--- config.mk ---
export PLATFORM = sky130hd
export DESIGN_NAME = ahb_wait_mem
export DESIGN_NICKNAME = d
export VERILOG_FILES = /design/src/rtl/ahbwm_pkg.sv /design/src/rtl/ahbwm_lane_dec.sv /design/src/rtl/ahbwm_wait_ctr.sv /design/src/rtl/ahbwm_store.sv /design/src/rtl/ahb_wait_mem.sv
export SDC_FILE = /design/constraint.sdc
export NUM_CORES = 1
export LEC_CHECK = 0
export ABC_AREA = 1
export BUFFER_PORTS_ARGS = -buffer_cell sky130_fd_sc_hd__buf_2
export CAP_MARGIN = 20
export CELL_PAD_IN_SITES_DETAIL_PLACEMENT = 1
export CELL_PAD_IN_SITES_GLOBAL_PLACEMENT = 2
export CORE_ASPECT_RATIO = 0.5
export CORE_UTILIZATION = 36
export DETAILED_ROUTE_END_ITERATION = 6
export PLACE_DENSITY_LB_ADDON = 0.1
export SYNTH_ARGS = -nofsm -noshare
export SYNTH_HDL_FRONTEND = slang
export SYNTH_HIERARCHICAL = 1
export SYNTH_SLANG_ARGS = --single-unit
--- constraint.sdc ---
create_clock -name hclk -period 2.4 [get_ports hclk]
set_input_delay 0.12 -clock hclk [delete_from_list [all_inputs] [get_ports hclk]]
set_output_delay 0.12 -clock hclk [all_outputs]
set_load 0.03 [all_outputs]
--- src/rtl/ahbwm_pkg.sv ---
`timescale 1ns/1ps
package ahbwm_pkg;
   localparam int BUS_W = 32;
   localparam int LANES = BUS_W / 8;

   localparam logic [1:0] TR_IDLE   = 2'd0;
   localparam logic [1:0] TR_BUSY   = 2'd1;
   localparam logic [1:0] TR_NONSEQ = 2'd2;
   localparam logic [1:0] TR_SEQ    = 2'd3;

   localparam logic [2:0] SZ_BYTE = 3'd0;
   localparam logic [2:0] SZ_HALF = 3'd1;
   localparam logic [2:0] SZ_WORD = 3'd2;

   typedef enum logic [1:0] {
      PH_IDLE = 2'd0,
      PH_DATA = 2'd1,
      PH_ERR1 = 2'd2,
      PH_ERR2 = 2'd3
   } ahbwm_phase_e;
endpackage

--- src/rtl/ahbwm_lane_dec.sv ---
`timescale 1ns/1ps
module ahbwm_lane_dec
   import ahbwm_pkg::*;
(
   input  logic [2:0]       size_i,
   input  logic [1:0]       offs_i,
   output logic [LANES-1:0] lanes_o,
   output logic             reject_o
);
   always_comb begin
      lanes_o  = '0;
      reject_o = 1'b0;
      case (size_i)
         SZ_BYTE: lanes_o = 4'b0001 << offs_i;
         SZ_HALF: begin
            lanes_o  = offs_i[1] ? 4'b1100 : 4'b0011;
            reject_o = offs_i[0];
         end
         SZ_WORD: begin
            lanes_o  = 4'b1111;
            reject_o = |offs_i;
         end
         default: reject_o = 1'b1;
      endcase
   end
endmodule

--- src/rtl/ahbwm_wait_ctr.sv ---
`timescale 1ns/1ps
module ahbwm_wait_ctr #(
   parameter int WAIT_STATES = 2
) (
   input  logic clk,
   input  logic rst_n,
   input  logic load_i,
   output logic busy_o
);
   generate
      if (WAIT_STATES == 0) begin : g_no_wait
         assign busy_o = 1'b0;
      end else begin : g_wait
         localparam int CW = $clog2(WAIT_STATES + 1);
         logic [CW-1:0] remain_q;
         always_ff @(posedge clk or negedge rst_n) begin
            if (!rst_n)              remain_q <= '0;
            else if (load_i)         remain_q <= CW'(WAIT_STATES);
            else if (remain_q != '0) remain_q <= remain_q - 1'b1;
         end
         assign busy_o = (remain_q != '0);
      end
   endgenerate
endmodule

--- src/rtl/ahbwm_store.sv ---
`timescale 1ns/1ps
module ahbwm_store
   import ahbwm_pkg::*;
#(
   parameter int DEPTH = 16,
   parameter int IDX_W = $clog2(DEPTH)
) (
   input  logic             clk,
   input  logic             rst_n,
   input  logic             wen_i,
   input  logic [IDX_W-1:0] idx_i,
   input  logic [LANES-1:0] lanes_i,
   input  logic [BUS_W-1:0] wdata_i,
   output logic [BUS_W-1:0] rdata_o
);
   generate
      for (genvar ln = 0; ln < LANES; ln++) begin : g_lane
         logic [7:0] bank [DEPTH];
         always_ff @(posedge clk or negedge rst_n) begin
            if (!rst_n) begin
               for (int i = 0; i < DEPTH; i++) bank[i] <= '0;
            end else if (wen_i && lanes_i[ln]) begin
               bank[idx_i] <= wdata_i[8*ln +: 8];
            end
         end
         assign rdata_o[8*ln +: 8] = bank[idx_i];
      end
   endgenerate
endmodule

--- src/rtl/ahb_wait_mem.sv ---
`timescale 1ns/1ps
module ahb_wait_mem
   import ahbwm_pkg::*;
#(
   parameter int ADDR_W      = 32,
   parameter int DEPTH_WORDS = 16,
   parameter int WAIT_STATES = 2
) (
   input  logic              hclk,
   input  logic              hresetn,
   input  logic              hsel,
   input  logic [ADDR_W-1:0] haddr,
   input  logic [1:0]        htrans,
   input  logic              hwrite,
   input  logic [2:0]        hsize,
   input  logic [BUS_W-1:0]  hwdata,
   input  logic              hready,
   output logic              hreadyout,
   output logic              hresp,
   output logic [BUS_W-1:0]  hrdata
);
   localparam int IDX_W = $clog2(DEPTH_WORDS);
   localparam logic [ADDR_W-3:0] WORD_LIMIT = (ADDR_W-2)'(DEPTH_WORDS);

   generate
      if (WAIT_STATES < 0 || WAIT_STATES > 3) begin : g_bad_wait
         $error("WAIT_STATES must lie in 0..3");
      end
      if (DEPTH_WORDS < 2) begin : g_bad_depth
         $error("DEPTH_WORDS must be at least 2");
      end
      if (ADDR_W < IDX_W + 3) begin : g_bad_addr
         $error("ADDR_W too narrow for DEPTH_WORDS");
      end
   endgenerate

   ahbwm_phase_e     phase_q, phase_d;
   logic [IDX_W-1:0] idx_q;
   logic [LANES-1:0] lanes_q;
   logic             wr_q;

   logic [LANES-1:0] lanes_w;
   logic             shape_bad, beyond, reject, take, start_ok;
   logic             stalled, finishing;
   logic [BUS_W-1:0] word_rd;

   ahbwm_lane_dec u_lanes (
      .size_i   (hsize),
      .offs_i   (haddr[1:0]),
      .lanes_o  (lanes_w),
      .reject_o (shape_bad)
   );

   assign beyond = (haddr[ADDR_W-1:2] >= WORD_LIMIT);
   assign reject = beyond | shape_bad;

   assign hreadyout = !(phase_q == PH_ERR1) && !(phase_q == PH_DATA && stalled);
   assign hresp     = (phase_q == PH_ERR1) || (phase_q == PH_ERR2);

   assign take      = hsel && hready && hreadyout &&
                      ((htrans == TR_NONSEQ) || (htrans == TR_SEQ));
   assign start_ok  = take && !reject;
   assign finishing = (phase_q == PH_DATA) && !stalled;

   ahbwm_wait_ctr #(.WAIT_STATES(WAIT_STATES)) u_wait (
      .clk    (hclk),
      .rst_n  (hresetn),
      .load_i (start_ok),
      .busy_o (stalled)
   );

   always_comb begin
      phase_d = PH_IDLE;
      if (take) phase_d = reject ? PH_ERR1 : PH_DATA;
      case (phase_q)
         PH_DATA: if (stalled) phase_d = PH_DATA;
         PH_ERR1: phase_d = PH_ERR2;
         default: ;
      endcase
   end

   always_ff @(posedge hclk or negedge hresetn) begin
      if (!hresetn) begin
         phase_q <= PH_IDLE;
         idx_q   <= '0;
         lanes_q <= '0;
         wr_q    <= 1'b0;
      end else begin
         phase_q <= phase_d;
         if (start_ok) begin
            idx_q   <= haddr[IDX_W+1:2];
            lanes_q <= lanes_w;
            wr_q    <= hwrite;
         end
      end
   end

   ahbwm_store #(.DEPTH(DEPTH_WORDS), .IDX_W(IDX_W)) u_store (
      .clk     (hclk),
      .rst_n   (hresetn),
      .wen_i   (finishing && wr_q),
      .idx_i   (idx_q),
      .lanes_i (lanes_q),
      .wdata_i (hwdata),
      .rdata_o (word_rd)
   );

   assign hrdata = (finishing && !wr_q) ? word_rd : '0;
endmodule

* Word level (Yosys, flattened, before mapping)
Cells that the tools add are included.
** Word-level totals
- Logic and storage cells :: 136
- Input bits :: 74
- Register bits after elaboration :: 525
- Output and inout port bits :: 34
** Cells by class
- Mux-type cells :: 28
- Reduce and logical (&&, ||, !) cells :: 25
- Equal/unequal tests :: 7
- $lt $le $gt $ge :: 3
- $add $sub $neg :: 1
- Shift-type cells :: 1
- Bitwise operators :: 2
** Operators by type and width (count)
- 128-bit bitwise mux :: 4
- 8-bit binary-select mux with 4-bit select :: 4
- 8-bit two-way mux :: 9
- 8-bit demux with 4-bit select :: 1
- 32-bit two-way mux :: 1
- 30-bit by 5-bit greater-or-equal comparator with 1-bit output, second input constant :: 1
- 1-bit logical AND :: 14
- 4-bit one-hot mux with 3 select lines :: 1
- 2-bit two-way mux :: 5
- 2-bit == test, second input constant :: 4
- 5-bit greater-or-equal comparator, second input constant :: 1
- 1-bit zero test :: 5
- 5-bit by 1-bit less-than comparator with 1-bit output, second input constant :: 1
- 4-bit inverter with 5-bit output :: 1
- 4-bit two-way mux :: 1
- 2-bit one-hot mux with 2 select lines :: 1
- 2-bit nonzero test :: 2
- 1-bit by 2-bit << shifter with 4-bit output, first input constant :: 1
- 3-bit by 1-bit == test with 1-bit output, second input constant :: 1
- 3-bit by 2-bit == test with 1-bit output, second input constant :: 1
- 3-bit zero test :: 1
- 1-bit one-hot mux with 3 select lines :: 1
- 2-bit by 1-bit == test with 1-bit output, second input constant :: 1
- 1-bit logical OR :: 2
- 3 further kinds :: 3

* Longest topological paths before layout
Gate-level depths: netlist (run 1).
- Word-level depth :: 9
- Depth in mapped cells :: 14

* By module
The synthesis (run 1) kept the hierarchy.
** Modules (own cells, without submodules)
- ahbwm_store :: area each 24113.1 um^2, cells an instance 3309, instances 1
- ahb_wait_mem :: area each 917.1 um^2, cells an instance 161, instances 1
- ahbwm_lane_dec :: area each 117.6 um^2, cells an instance 26, instances 1
- ahbwm_wait_ctr :: area each 107.6 um^2, cells an instance 14, instances 1

* Least setup slack after synthesis (run 1)
No wires, ideal clock.
- Path type :: register -> register
- Start point :: register phase_q[1]
- End point :: register u_store/g_lane[1].bank[109] in the netlist's numbering
- Clock period less this slack :: 1995 ps
- Arrival time :: 1862 ps
- Slack :: 405 ps
- Path buffers :: 2
- Data required time :: 2267 ps
- Stages on the path, launching flop included :: 12
- Cell sequence :: dfrtp_1 > inv_1 > ha_1 > inv_1 > nor3_1 > nand2_1 > inv_1 > buf_2 > nand2_1 > clkbuf_1 > nand2_1 > o21ai_0
** On the way
- Longest elaborated chain between the ends :: 4
** RTL lines
- from (decl) :: RTL line ahb_wait_mem.sv:37 : ahbwm_phase_e phase_q, phase_d;
- from (signal assigned) :: RTL line ahb_wait_mem.sv:89 : phase_q <= phase_d;
- 2-bit by 1-bit == test with 1-bit output :: RTL line ahb_wait_mem.sv:63 : assign finishing = (phase_q == PH_DATA) && !stalled;
- 1-bit logical AND :: RTL line ahb_wait_mem.sv:63
- 1-bit logical AND :: RTL line ahb_wait_mem.sv:101 : .wen_i (finishing && wr_q),
- 1-bit logical AND :: RTL line ahbwm_store.sv:22 : end else if (wen_i && lanes_i[ln]) begin
- to (signal, indexed assignment) :: RTL line ahbwm_store.sv:23 : bank[idx_i] <= wdata_i[8*ln +: 8];
- to (decl) :: RTL line ahbwm_store.sv:18 : logic [7:0] bank [DEPTH];
No other way between the ends.
A chain may end at the register's enable or synchronous reset.

* Final worst setup path (run 1)
- Start point :: register idx_q[2]
- End point :: output port hrdata[30]
** On the way
- Longest elaborated chain between the ends :: 5
** RTL lines
- from (decl) :: RTL line ahb_wait_mem.sv:38 : logic [IDX_W-1:0] idx_q;
- from (signal assigned) :: RTL line ahb_wait_mem.sv:91 : idx_q <= haddr[IDX_W+1:2];
- 4-bit inverter with 5-bit output (implied by the code) :: RTL line ahbwm_store.sv:26 : assign rdata_o[8*ln +: 8] = bank[idx_i];
- 8-bit binary-select mux with 4-bit select :: RTL line ahbwm_store.sv:26
- 8-bit two-way mux (implied by the code) (2 in series) :: RTL line ahbwm_store.sv:26
- named net word_rd[30] :: RTL line ahb_wait_mem.sv:45 : logic [BUS_W-1:0] word_rd;
- 32-bit two-way mux :: RTL line ahb_wait_mem.sv:108 : assign hrdata = (finishing && !wr_q) ? word_rd : '0;
- to (decl) :: RTL line ahb_wait_mem.sv:20 : output logic [BUS_W-1:0] hrdata
The timed path passes the listed nets, and every way through them passes these cells. The select of a mux whose other input is x is not followed.

==> impl_metrics.env, run 1 <==
export IMPL_status="complete, but fails checks"
export IMPL_violations="setup timing"
export IMPL_synth_xor_xnor_area_share=0
export IMPL_power_w=0.0178
export IMPL_synth_area_leader_cell="dfrtp_1"
export IMPL_ys_async_sr_fraction=1.00
export IMPL_crit_chain="inv_1, nand2_1, inv_2, buf_4, nand2_1, nand2_1, inv_1, nand2_2, inv_2, nor2_4, buf_6, buf_6"
export IMPL_swShare=0.234
export IMPL_clkPwrFrac=0.473
export IMPL_post_route_min_period_ns=2.69
export IMPL_netSwitchingPower_w=0.00416
export IMPL_vias_per_cell=4.94
export IMPL_critical_path_endpoint_type="primary output"
export IMPL_grt_pass1_vias=23656
export IMPL_yosysMostFrequentCell="nand2_1"
export IMPL_start_util=0.365
export IMPL_drt_initial_drc_count=1572
export IMPL_synth_top_area_share=0.520
export IMPL_wl_per_cell_um=19.1
export IMPL_die_h_um=189
export IMPL_syn_avg_cell_area_sq_um=7.20
export IMPL_synth_compound_area_frac=0.102
export IMPL_vdd_ir_drop_max_uv=422
export IMPL_die_w_um=377
export IMPL_synth_fp_nets=3588
export IMPL_grt_first_pass_wirelength_um=139000
export IMPL_crit_arrival_ns=2.57
export IMPL_synthAdderAreaFrac=0.00198
export IMPL_fin_crit_sh=1.12
export IMPL_power_density_nw_per_um2=572
export IMPL_setup_viol=32
export IMPL_hold_viol=0
export IMPL_clk_pin_slew_ns=0.06
export IMPL_cp_common_cell="nand2_1"
export IMPL_yosys_most_used_dff="dfrtp_1"
export IMPL_p_leak_nw=16.8
export IMPL_synth_seq_cells=525
export IMPL_max_slew_margin_rel=0.482
export IMPL_yosysSeqAreaShare=0.520
export IMPL_pin_count=108
export IMPL_clk_latency_ns=0.62
export IMPL_hold_path_class="primary input to flip-flop"
export IMPL_ys_top_cells_by_area="dfrtp_1 52%, nand2_1 30%, o21ai_0 9.6%"
export IMPL_synth_distinct_cells=21
export IMPL_p_seq_frac=0.496
export IMPL_grt_use_total=0.253
export IMPL_via_count=22964
export IMPL_required_ns=2.28
export IMPL_synth_top_family_by_area="simple AND/OR/NAND/NOR gates"
export IMPL_drc=0
export IMPL_drtAntennaViolNets=0
export IMPL_root_buffer="clkbuf_16"
export IMPL_synth_simple_area_share=0.316
export IMPL_coreArea_sq_um=69200
export IMPL_worst_slack_ns=-0.285
export IMPL_grt_ovfl_total=0
export IMPL_syn_area_sq_um=25300
export IMPL_cts_sinks=525
export IMPL_fmax_ghz=0.372
export IMPL_worstMarginPinSlew_ns=0.777
export IMPL_rrSetupSlack_ns=0.09
export IMPL_cts_tree="built"
export IMPL_dieArea_sq_um=71300
export IMPL_fp_row_count=68
export IMPL_drv_slew=0
export IMPL_synthCells=3510
export IMPL_internal_power_w=0.0137
export IMPL_worstSetupStartpointType="flip-flop"
export IMPL_layout_nets=3743
export IMPL_crit_type="flip-flop to primary output"
export IMPL_hpwl_um=55600
export IMPL_io_buffers=106
export IMPL_skew_ns=0.0222
export IMPL_gp_congestion=0.805
export IMPL_fin_tns_setup_ns=-7.61
export IMPL_fill_cells=8535
export IMPL_grt_start_max_net_pins=100
export IMPL_synth_edf_count=0
export IMPL_drive_above_1_share=0.156
export IMPL_path_max_fanout=16
export IMPL_wl_um=89100
export IMPL_slowest_delay_ns=0.50
export IMPL_cts_htree_levels=2
export IMPL_area_delta_synth_final_pct=23.3
export IMPL_synth_commonest_cells="1,998 x nand2_1, 525 x dfrtp_1, 484 x o21ai_0, 154 x inv_1, 99 x buf_2"
export IMPL_grt_setup_unrepaired="yes"
export IMPL_yosys_warnings=6
export IMPL_critPathSlowestCell="dfrtp_1"
export IMPL_clock_path_buffers=3
export IMPL_synthMuxAreaShare=0
export IMPL_pwr_share_comb=0.031
export IMPL_antenna_found_initial=5
export IMPL_numCtsBuffers=54
export IMPL_maxCapViolCount=0
export IMPL_drt_pass1_iter_count=5
final cells by class:
cell class	instances	area, sq um	area share
clock inverters	16	140	0.00450
well taps	945	1180	0.0380
repair inverters	2	28.8	0.000924
inverters	158	629	0.0202
flip-flops and latches	525	13100	0.422
diodes	4	10.0	0.000321
repair buffers	299	3400	0.109
multi-input cells	2625	11100	0.355
clock buffers	77	1560	0.0500
worst max-delay path, delay by kind of cell, from the launching register on:
kind,cells,cell delay [ns]
flops,1,0.50
buf+inv,7,0.94
simple gates,5,0.49
per-layer routing:
| metal | vias up | wire length (um) | GRT usage |
|---|---|---|---|
| met1 | 11356 | 46100 | 0.382 |
| met3 | 92 | 4540 | 0.0549 |
| met4 | 4 | 1250 | 0.0449 |
| met5 | - | 27 | 0 |
| met2 | 360 | 37100 | 0.373 |
| li1 | 11152 | - | - |
power groups by stage:
stage | registers (W) | clock network [W] | logic (W)
after global routing | 0.00884 | 0.00900 | 0.000621
after CTS | 0.00885 | 0.00865 | 0.000570
after global placement | 0.00902 | 0 | 0.000541
after detailed placement | 0.00902 | 0 | 0.000546
final | 0.00885 | 0.00843 | 0.000550
after floorplan | 0.00902 | 0 | 0.000142
logic make-up (layout without fill, tap and decap cells):
logic type / Yosys count / count (layout)
adder cells (fa/ha/maj): 4 / 4
buffers and inverters: 360 / 552
AND/OR/NAND/NOR: 2105 / 2105
flip-flops: 525 / 525
other: 0 / 4
AO/OA/AOI/OAI: 516 / 516
placed cells by master, fill, tap and decap left out, types with 3 or more instances in the layout:
cell type / netlist / layout
nand2_1: 1998 / 1896
dfrtp_1: 525 / 522
o21ai_0: 484 / 484
buf_4: 2 / 102
inv_1: 154 / 97
nand2_2: 4 / 93
buf_2: 99 / 73
clkbuf_16: 0 / 65
inv_2: 4 / 56
buf_12: 0 / 42
nor2_1: 56 / 40
o21ai_1: 29 / 29
buf_6: 1 / 28
nand3_1: 28 / 27
nor2_2: 15 / 20
buf_16: 0 / 18
buf_8: 0 / 13
nand2_4: 0 / 13
clkinv_2: 0 / 12
clkbuf_1: 91 / 12
nor2_4: 0 / 11
dlygate4sd3_1: 0 / 11
clkbuf_8: 0 / 10
diode_2: 0 / 4
inv_4: 0 / 4
ha_1: 4 / 3
flip-flops by register name, summed over array words and instances, names as in the netlist:
name                    cells
u_wait/g_wait.remain_q      2
lanes_q                     4
phase_q                     2
u_store/g_lane.bank       512
idx_q                       4
wr_q                        1
worst paths after layout:
path | start | endpoint | cells after the start
hold / removal | haddr[1] | lanes_q[1]$_DFFE_PN0P_ | 6
setup reg to reg | idx_q[0]$_DFFE_PN0P_ | u_store/g_lane[2].bank[0]$_DFFE_PN0P_ | 10
setup / recovery | idx_q[2]$_DFFE_PN0P_ | hrdata[30] | 12
min in group asynchronous | hresetn | u_store/g_lane[3].bank[38]$_DFFE_PN0P_ | 3
hold reg to reg | u_store/g_lane[2].bank[9]$_DFFE_PN0P_ | u_store/g_lane[2].bank[9]$_DFFE_PN0P_ | 2
max in group asynchronous | hresetn | u_store/g_lane[3].bank[62]$_DFFE_PN0P_ | 4
through the flow:
step	util	worst slack, ns	cells	hold WS (ns)	cell area, sq um
6_report	0.450	-0.285	4651	0.0492	31100
2_1_floorplan	-	0.405	3510	-0.176	25300
3_3_place_gp	0.400	-0.00459	4499	0.0491	27700
4_1_cts	0.443	-0.358	4636	0.0220	30600
3_5_place_dp	0.400	-0.0275	4499	0.0550	27700
5_1_grt	0.450	-0.409	4650	0.0530	31100
timing repair:
action,4_1_cts,5_1_grt
gates resized for setup,205,114
hold endpoints to repair,531,0
pin swaps,36,74
gates cloned,15,12
setup buffers,18,2
setup endpoints to repair,55,284
hold buffers,11,0
(Power assumes the default switching activity.)
==> run 2, diff against run 1 <==
--- a/config.mk
+++ b/config.mk
@@ -13,7 +13,8 @@
 export CORE_ASPECT_RATIO = 0.5
 export CORE_UTILIZATION = 36
 export DETAILED_ROUTE_END_ITERATION = 6
-export PLACE_DENSITY_LB_ADDON = 0.1
+export PLACE_DENSITY = 0.89
+export SLEW_MARGIN = 40
 export SYNTH_ARGS = -nofsm -noshare
 export SYNTH_HDL_FRONTEND = slang
 export SYNTH_HIERARCHICAL = 1
==> impl_metrics.env, run 2 (same netlist as run 1, synthesis figures left out) <==
export IMPL_status="complete, but fails checks"
export IMPL_violations="setup timing"
export IMPL_post_route_min_period_ns=2.69
export IMPL_cp_common_cell="nand2_1"
export IMPL_drv_slew=0
export IMPL_drt_pass1_iter_count=5
export IMPL_wl_per_cell_um=18.3
export IMPL_swShare=0.228
export IMPL_gp_congestion=0.813
export IMPL_grt_pass1_vias=23891
export IMPL_vdd_ir_drop_max_uv=533
export IMPL_cts_tree="built"
export IMPL_vias_per_cell=4.98
export IMPL_worstSetupStartpointType="flip-flop"
export IMPL_coreArea_sq_um=69200
export IMPL_fill_cells=8547
export IMPL_layout_nets=3710
export IMPL_worstSetupEndpoint="hrdata[16]"
export IMPL_drive_above_1_share=0.139
export IMPL_reg_top3="u_store/g_lane.bank x512, idx_q x4, lanes_q x4"
export IMPL_pwr_share_comb=0.031
export IMPL_io_buffers=106
export IMPL_required_ns=2.28
export IMPL_skew_ns=0.0268
export IMPL_via_count=22976
export IMPL_start_util=0.365
export IMPL_final_cell_mix="1,897 x nand2_1, 521 x dfrtp_1, 484 x o21ai_0, 112 x inv_1, 100 x nand2_2"
export IMPL_worstSetupStartpoint="idx_q[0]$_DFFE_PN0P_"
export IMPL_drt_initial_drc_count=1547
export IMPL_cts_sinks=525
export IMPL_power_w=0.0174
export IMPL_max_slew_margin_rel=0.552
export IMPL_grt_setup_unrepaired="yes"
export IMPL_clock_path_buffers=3
export IMPL_root_buffer="clkbuf_16"
export IMPL_place_area_sq_um=27100
export IMPL_critical_path_depth=16
export IMPL_cts_htree_levels=2
export IMPL_worstMarginPinSlew_ns=0.671
export IMPL_fin_crit_sh=1.12
export IMPL_die_w_um=377
export IMPL_wl_um=84400
export IMPL_clk_pin_slew_ns=0.06
export IMPL_regToRegEndpoint="u_store/g_lane[1].bank[73]$_DFFE_PN0P_"
export IMPL_p_seq_frac=0.510
export IMPL_layout_commonest_cell="nand2_1"
export IMPL_antenna_found_initial=0
export IMPL_holdWs_ns=0.0462
export IMPL_grt_first_pass_wirelength_um=135000
export IMPL_r2r_start="idx_q[0]$_DFFE_PN0P_"
export IMPL_hold_viol=0
export IMPL_critical_path_endpoint_type="primary output"
export IMPL_crit_chain="buf_12, inv_12, buf_16, buf_12, buf_16, nand2_1, nand2_1, nand2_1, nand2_1, nand2_1, nand2_1, inv_1, nand2_2, inv_2, nor2_2, buf_6"
export IMPL_pin_count=108
export IMPL_crit_arrival_ns=2.57
export IMPL_largest_register="u_store/g_lane.bank"
export IMPL_rr_worst_depth=9
export IMPL_drc=0
export IMPL_dieArea_sq_um=71300
export IMPL_path_max_fanout=6
export IMPL_setup_viol=32
export IMPL_numCtsBuffers=52
export IMPL_critical_path_buf_inv_count=8
export IMPL_netSwitchingPower_w=0.00397
export IMPL_hpwl_um=51100
export IMPL_hold_path_class="primary input to flip-flop"
export IMPL_clk_latency_ns=0.62
export IMPL_grt_use_total=0.240
export IMPL_fin_tns_setup_ns=-6.79
export IMPL_fmax_ghz=0.372
export IMPL_internal_power_w=0.0134
export IMPL_grt_start_max_net_pins=79
export IMPL_antenna_cells=0
export IMPL_drtAntennaViolNets=0
export IMPL_die_h_um=189
export IMPL_fin_area_sq_um=30500
export IMPL_maxCapViolCount=0
export IMPL_multi_input_area_sq_um=11000
export IMPL_fp_row_count=68
export IMPL_critPathSlowestCell="dfrtp_4"
export IMPL_p_leak_nw=16.6
export IMPL_worst_slack_ns=-0.286
export IMPL_area_delta_synth_final_pct=20.9
export IMPL_grt_ovfl_total=0
export IMPL_rrSetupSlack_ns=0.08
export IMPL_clkPwrFrac=0.459
export IMPL_crit_type="flip-flop to primary output"
export IMPL_largest_register_ffs=512
export IMPL_regArea_sq_um=13100
export IMPL_crit_family="buffers and inverters"
export IMPL_slowest_delay_ns=0.50
export IMPL_utilization=0.442
export IMPL_power_density_nw_per_um2=569
-- run 2: through the flow --
stage / cells / worst slack (ns)
6_report: 4610 / -0.286
5_1_grt: 4610 / -0.434
4_1_cts: 4599 / -0.294
3_5_place_dp: 4459 / -0.147
3_3_place_gp: 4459 / -0.0816
2_1_floorplan: 3510 / 0.405
-- run 2: worst reg2reg max path: stages (launching register included) --
cell and delay, ns:
dfrtp_4 0.50, buf_12 0.17, inv_12 0.11, buf_4 0.13
buf_4 0.13, nand2_2 0.09, nor2_2 0.51, nand2_2 0.34
nand2_1 0.14, o21ai_0 0.08
-- run 2: repair_timing --
item,in CTS,in global routing
pin swaps,28,47
hold buffers,16,0
gates cloned,18,8
setup endpoints to repair,329,425
setup buffers,19,5
endpoints found under the hold margin,301,0
gates resized for setup,191,100
-- run 2: worst min path at each step --
stage / from / end / slack (ns) / cells past startpoint
2_1_floorplan: hresetn / idx_q[0]$_DFFE_PN0P_ / -0.18 / 0
3_3_place_gp: hresetn / u_store/g_lane[1].bank[115]$_DFFE_PN0P_ / 0.12 / 1
3_5_place_dp: hresetn / u_store/g_lane[1].bank[115]$_DFFE_PN0P_ / 0.13 / 1
4_1_cts: haddr[9] / phase_q[0]$_DFF_PN0_ / 0.02 / 8
5_1_grt: hwdata[3] / u_store/g_lane[0].bank[75]$_DFFE_PN0P_ / 0.09 / 3
6_report: hwdata[3] / u_store/g_lane[0].bank[19]$_DFFE_PN0P_ / 0.05 / 3
-- run 2: power groups by stage --
stage          Clock (W)  Sequential [W]  Combinational [W]
2_1_floorplan          0         0.00902           0.000142
3_3_place_gp           0         0.00902           0.000512
3_5_place_dp           0         0.00902           0.000525
4_1_cts          0.00817         0.00885           0.000552
5_1_grt          0.00848         0.00884           0.000609
6_report         0.00798         0.00885           0.000539
-- run 2: per-layer routing --
metal	track usage	part of all wire
met2	0.383	0.45
met4	0.0480	0.015
met1	0.342	0.49
met5	0.00135	0
met3	0.0415	0.048
-- run 2: final cells by class --
type / instances / share of cell area
clock buffers: 77 / 0.0483
clock inverters: 10 / 0.00336
inverters: 158 / 0.0205
multi-input cells: 2625 / 0.359
flip-flops and latches: 525 / 0.430
well taps: 945 / 0.0387
repair buffers: 269 / 0.0991
repair inverters: 1 / 0.000533
==> run 3, diff against run 2 <==
--- a/config.mk
+++ b/config.mk
@@ -10,7 +10,6 @@
 export CAP_MARGIN = 20
 export CELL_PAD_IN_SITES_DETAIL_PLACEMENT = 1
 export CELL_PAD_IN_SITES_GLOBAL_PLACEMENT = 2
-export CORE_ASPECT_RATIO = 0.5
 export CORE_UTILIZATION = 36
 export DETAILED_ROUTE_END_ITERATION = 6
 export PLACE_DENSITY = 0.89
==> impl_metrics.env, run 3 (same netlist as run 1, synthesis figures left out) <==
export IMPL_grt_util_met3=0.0264
export IMPL_hold_start="haddr[6]"
export IMPL_setup_viol=32
export IMPL_crit_arrival_ns=2.58
export IMPL_root_buffer="clkbuf_16"
export IMPL_layout_commonest_cell="nand2_1"
export IMPL_hpwl_um=51400
export IMPL_fmax_ghz=0.370
export IMPL_reg_top3="u_store/g_lane.bank x512, idx_q x4, lanes_q x4"
export IMPL_worstSetupStartpoint="idx_q[0]$_DFFE_PN0P_"
export IMPL_rr_worst_depth=8
export IMPL_drt_pass1_iter_count=5
export IMPL_critical_path_buf_inv_count=6
export IMPL_cts_sinks=525
export IMPL_worst_slack_ns=-0.300
export IMPL_max_slew_margin_rel=0.478
export IMPL_largest_register_ffs=512
export IMPL_place_area_sq_um=27300
export IMPL_vdd_ir_drop_max_uv=493
export IMPL_io_buffers=106
export IMPL_drtAntennaViolNets=0
export IMPL_grt_setup_unrepaired="yes"
export IMPL_worstMarginPinSlew_ns=0.782
export IMPL_clock_path_buffers=3
export IMPL_antenna_found_initial=0
export IMPL_grt_use_total=0.244
export IMPL_rrSetupSlack_ns=0.03
export IMPL_crit_type="flip-flop to primary output"
export IMPL_pin_count=108
export IMPL_grt_ovfl_total=0
export IMPL_grtUsageMet1=0.330
export IMPL_final_cell_mix="1,859 x nand2_1, 523 x dfrtp_1, 484 x o21ai_0, 138 x nand2_2, 102 x inv_1"
export IMPL_crit_chain="buf_12, clkbuf_16, clkbuf_16, nand2_2, nand2_1, nand2_1, nand2_1, nand2_1, nand2_1, inv_1, nand2_2, inv_2, nor2_1, buf_4"
export IMPL_drc=0
export IMPL_r2r_start="idx_q[0]$_DFFE_PN0P_"
export IMPL_fin_crit_sh=1.13
export IMPL_regToRegEndpoint="u_store/g_lane[3].bank[7]$_DFFE_PN0P_"
export IMPL_start_util=0.366
export IMPL_path_max_fanout=9
export IMPL_grt_busiest_layer="met2"
export IMPL_crit_family="buffers and inverters"
export IMPL_p_leak_nw=17.0
export IMPL_violations="setup timing"
export IMPL_clk_latency_ns=0.62
export IMPL_vias_per_cell=5.07
export IMPL_die_h_um=267
export IMPL_critical_path_endpoint_type="primary output"
export IMPL_utilization=0.462
export IMPL_dp_cells=4442
export IMPL_area_delta_synth_final_pct=26.2
export IMPL_fp_row_count=96
export IMPL_largest_register="u_store/g_lane.bank"
export IMPL_hold_path_class="primary input to flip-flop"
export IMPL_cp_common_cell="nand2_1"
export IMPL_grt_first_pass_wirelength_um=136000
export IMPL_drv_slew=0
export IMPL_required_ns=2.28
export IMPL_coreArea_sq_um=68900
export IMPL_layout_nets=3755
export IMPL_dieArea_sq_um=71200
export IMPL_slowest_delay_ns=0.54
export IMPL_post_route_min_period_ns=2.70
export IMPL_clk_pin_slew_ns=0.06
export IMPL_cts_tree="built"
export IMPL_holdPathEnd="lanes_q[1]$_DFFE_PN0P_"
export IMPL_die_w_um=267
export IMPL_antenna_cells=0
export IMPL_holdPathStages=8
export IMPL_skew_ns=0.0245
export IMPL_fin_cells=4653
export IMPL_grt_pass1_vias=23884
export IMPL_hold_viol=0
export IMPL_drt_initial_drc_count=1632
export IMPL_status="complete, but fails checks"
export IMPL_maxCapViolCount=0
export IMPL_grt_start_max_net_pins=81
export IMPL_critPathSlowestCell="dfrtp_4"
export IMPL_holdWs_ns=0.0330
export IMPL_drive_above_1_share=0.164
export IMPL_via_count=23575
export IMPL_gp_congestion=0.762
export IMPL_fin_area_sq_um=31900
export IMPL_wl_um=91500
export IMPL_worstSetupStartpointType="flip-flop"
export IMPL_met2_usage=0.418
export IMPL_power_density_nw_per_um2=577
export IMPL_wl_per_cell_um=19.7
export IMPL_numCtsBuffers=59
export IMPL_cts_htree_levels=2
## run 3: cell types whose count changed in the layout (fill, tap and decap cells not counted), moves of 5 or more
cell | previous run | this run
clkinv_2 | 7 | 12
nand2_2 | 100 | 138
clkbuf_16 | 61 | 92
inv_2 | 44 | 51
buf_4 | 87 | 76
buf_6 | 23 | 28
nand2_1 | 1897 | 1859
inv_1 | 112 | 102
buf_12 | 24 | 43
nor2_4 | 2 | 7
dlygate4sd3_1 | 16 | 22
## run 3: stage by stage
step	setup slack (ns)	power (W)	setup TNS, ns
6_report	-0.300	0.0184	-7.82
5_1_grt	-0.424	0.0189	-11.27
4_1_cts	-0.300	0.0186	-12.34
3_5_place_dp	-0.0812	0.00955	-0.550
3_3_place_gp	0.0242	0.00955	0
2_1_floorplan	0.405	0.00916	0
## run 3: layout make-up
class | instances | area [sq um]
fillers | 8492 | 37100
flip-flops and latches | 525 | 13100
multi-input cells | 2625 | 11100
repair buffers | 306 | 3920
clock buffers | 88 | 1690
well taps | 931 | 1160
inverters | 158 | 617
clock inverters | 18 | 196
repair inverters | 2 | 46.3
## run 3: what timing repair did
action | in CTS | in global routing
hold buffers | 23 | 0
gates resized for setup | 92 | 241
setup buffers | 18 | 15
endpoints found under the setup margin | 38 | 310
cloned | 16 | 40
pin swaps | 4 | 159
hold endpoints to repair | 440 | 0
## run 3: worst max-delay path by stage
stage | end | slack, ns | cells after the start
floorplan | u_store/g_lane[1].bank[109]$_DFFE_PN0P_ | 0.40 | 11
global placement | u_store/g_lane[3].bank[3]$_DFFE_PN0P_ | 0.02 | 6
detailed placement | u_store/g_lane[3].bank[7]$_DFFE_PN0P_ | -0.08 | 6
CTS | hrdata[17] | -0.30 | 13
global route | hrdata[1] | -0.42 | 15
finish | hrdata[31] | -0.30 | 14
## run 3: worst min-delay path, delay by kind of cell
| family | cells | cell delay, ns |
|---|---|---|
| AND/OR/NAND/NOR | 7 | 0.42 |
| buffers and inverters | 1 | 0.07 |
## run 3: layer usage
layer  wire (um)  share of wire  vias up
met5           0              0        -
met4        1920          0.021        0
met3        3360          0.037      122
met2       44900           0.49      423
met1       41300           0.45    11842
li1            -              -    11188
## run 3: where the power goes
part	leakage [nW]	internal (W)	switching (W)
clock network	0.930	0.00524	0.00374
registers	4.66	0.00885	0.000000990
logic	11.5	0.000132	0.000427
total	17.0	0.0142	0.00417
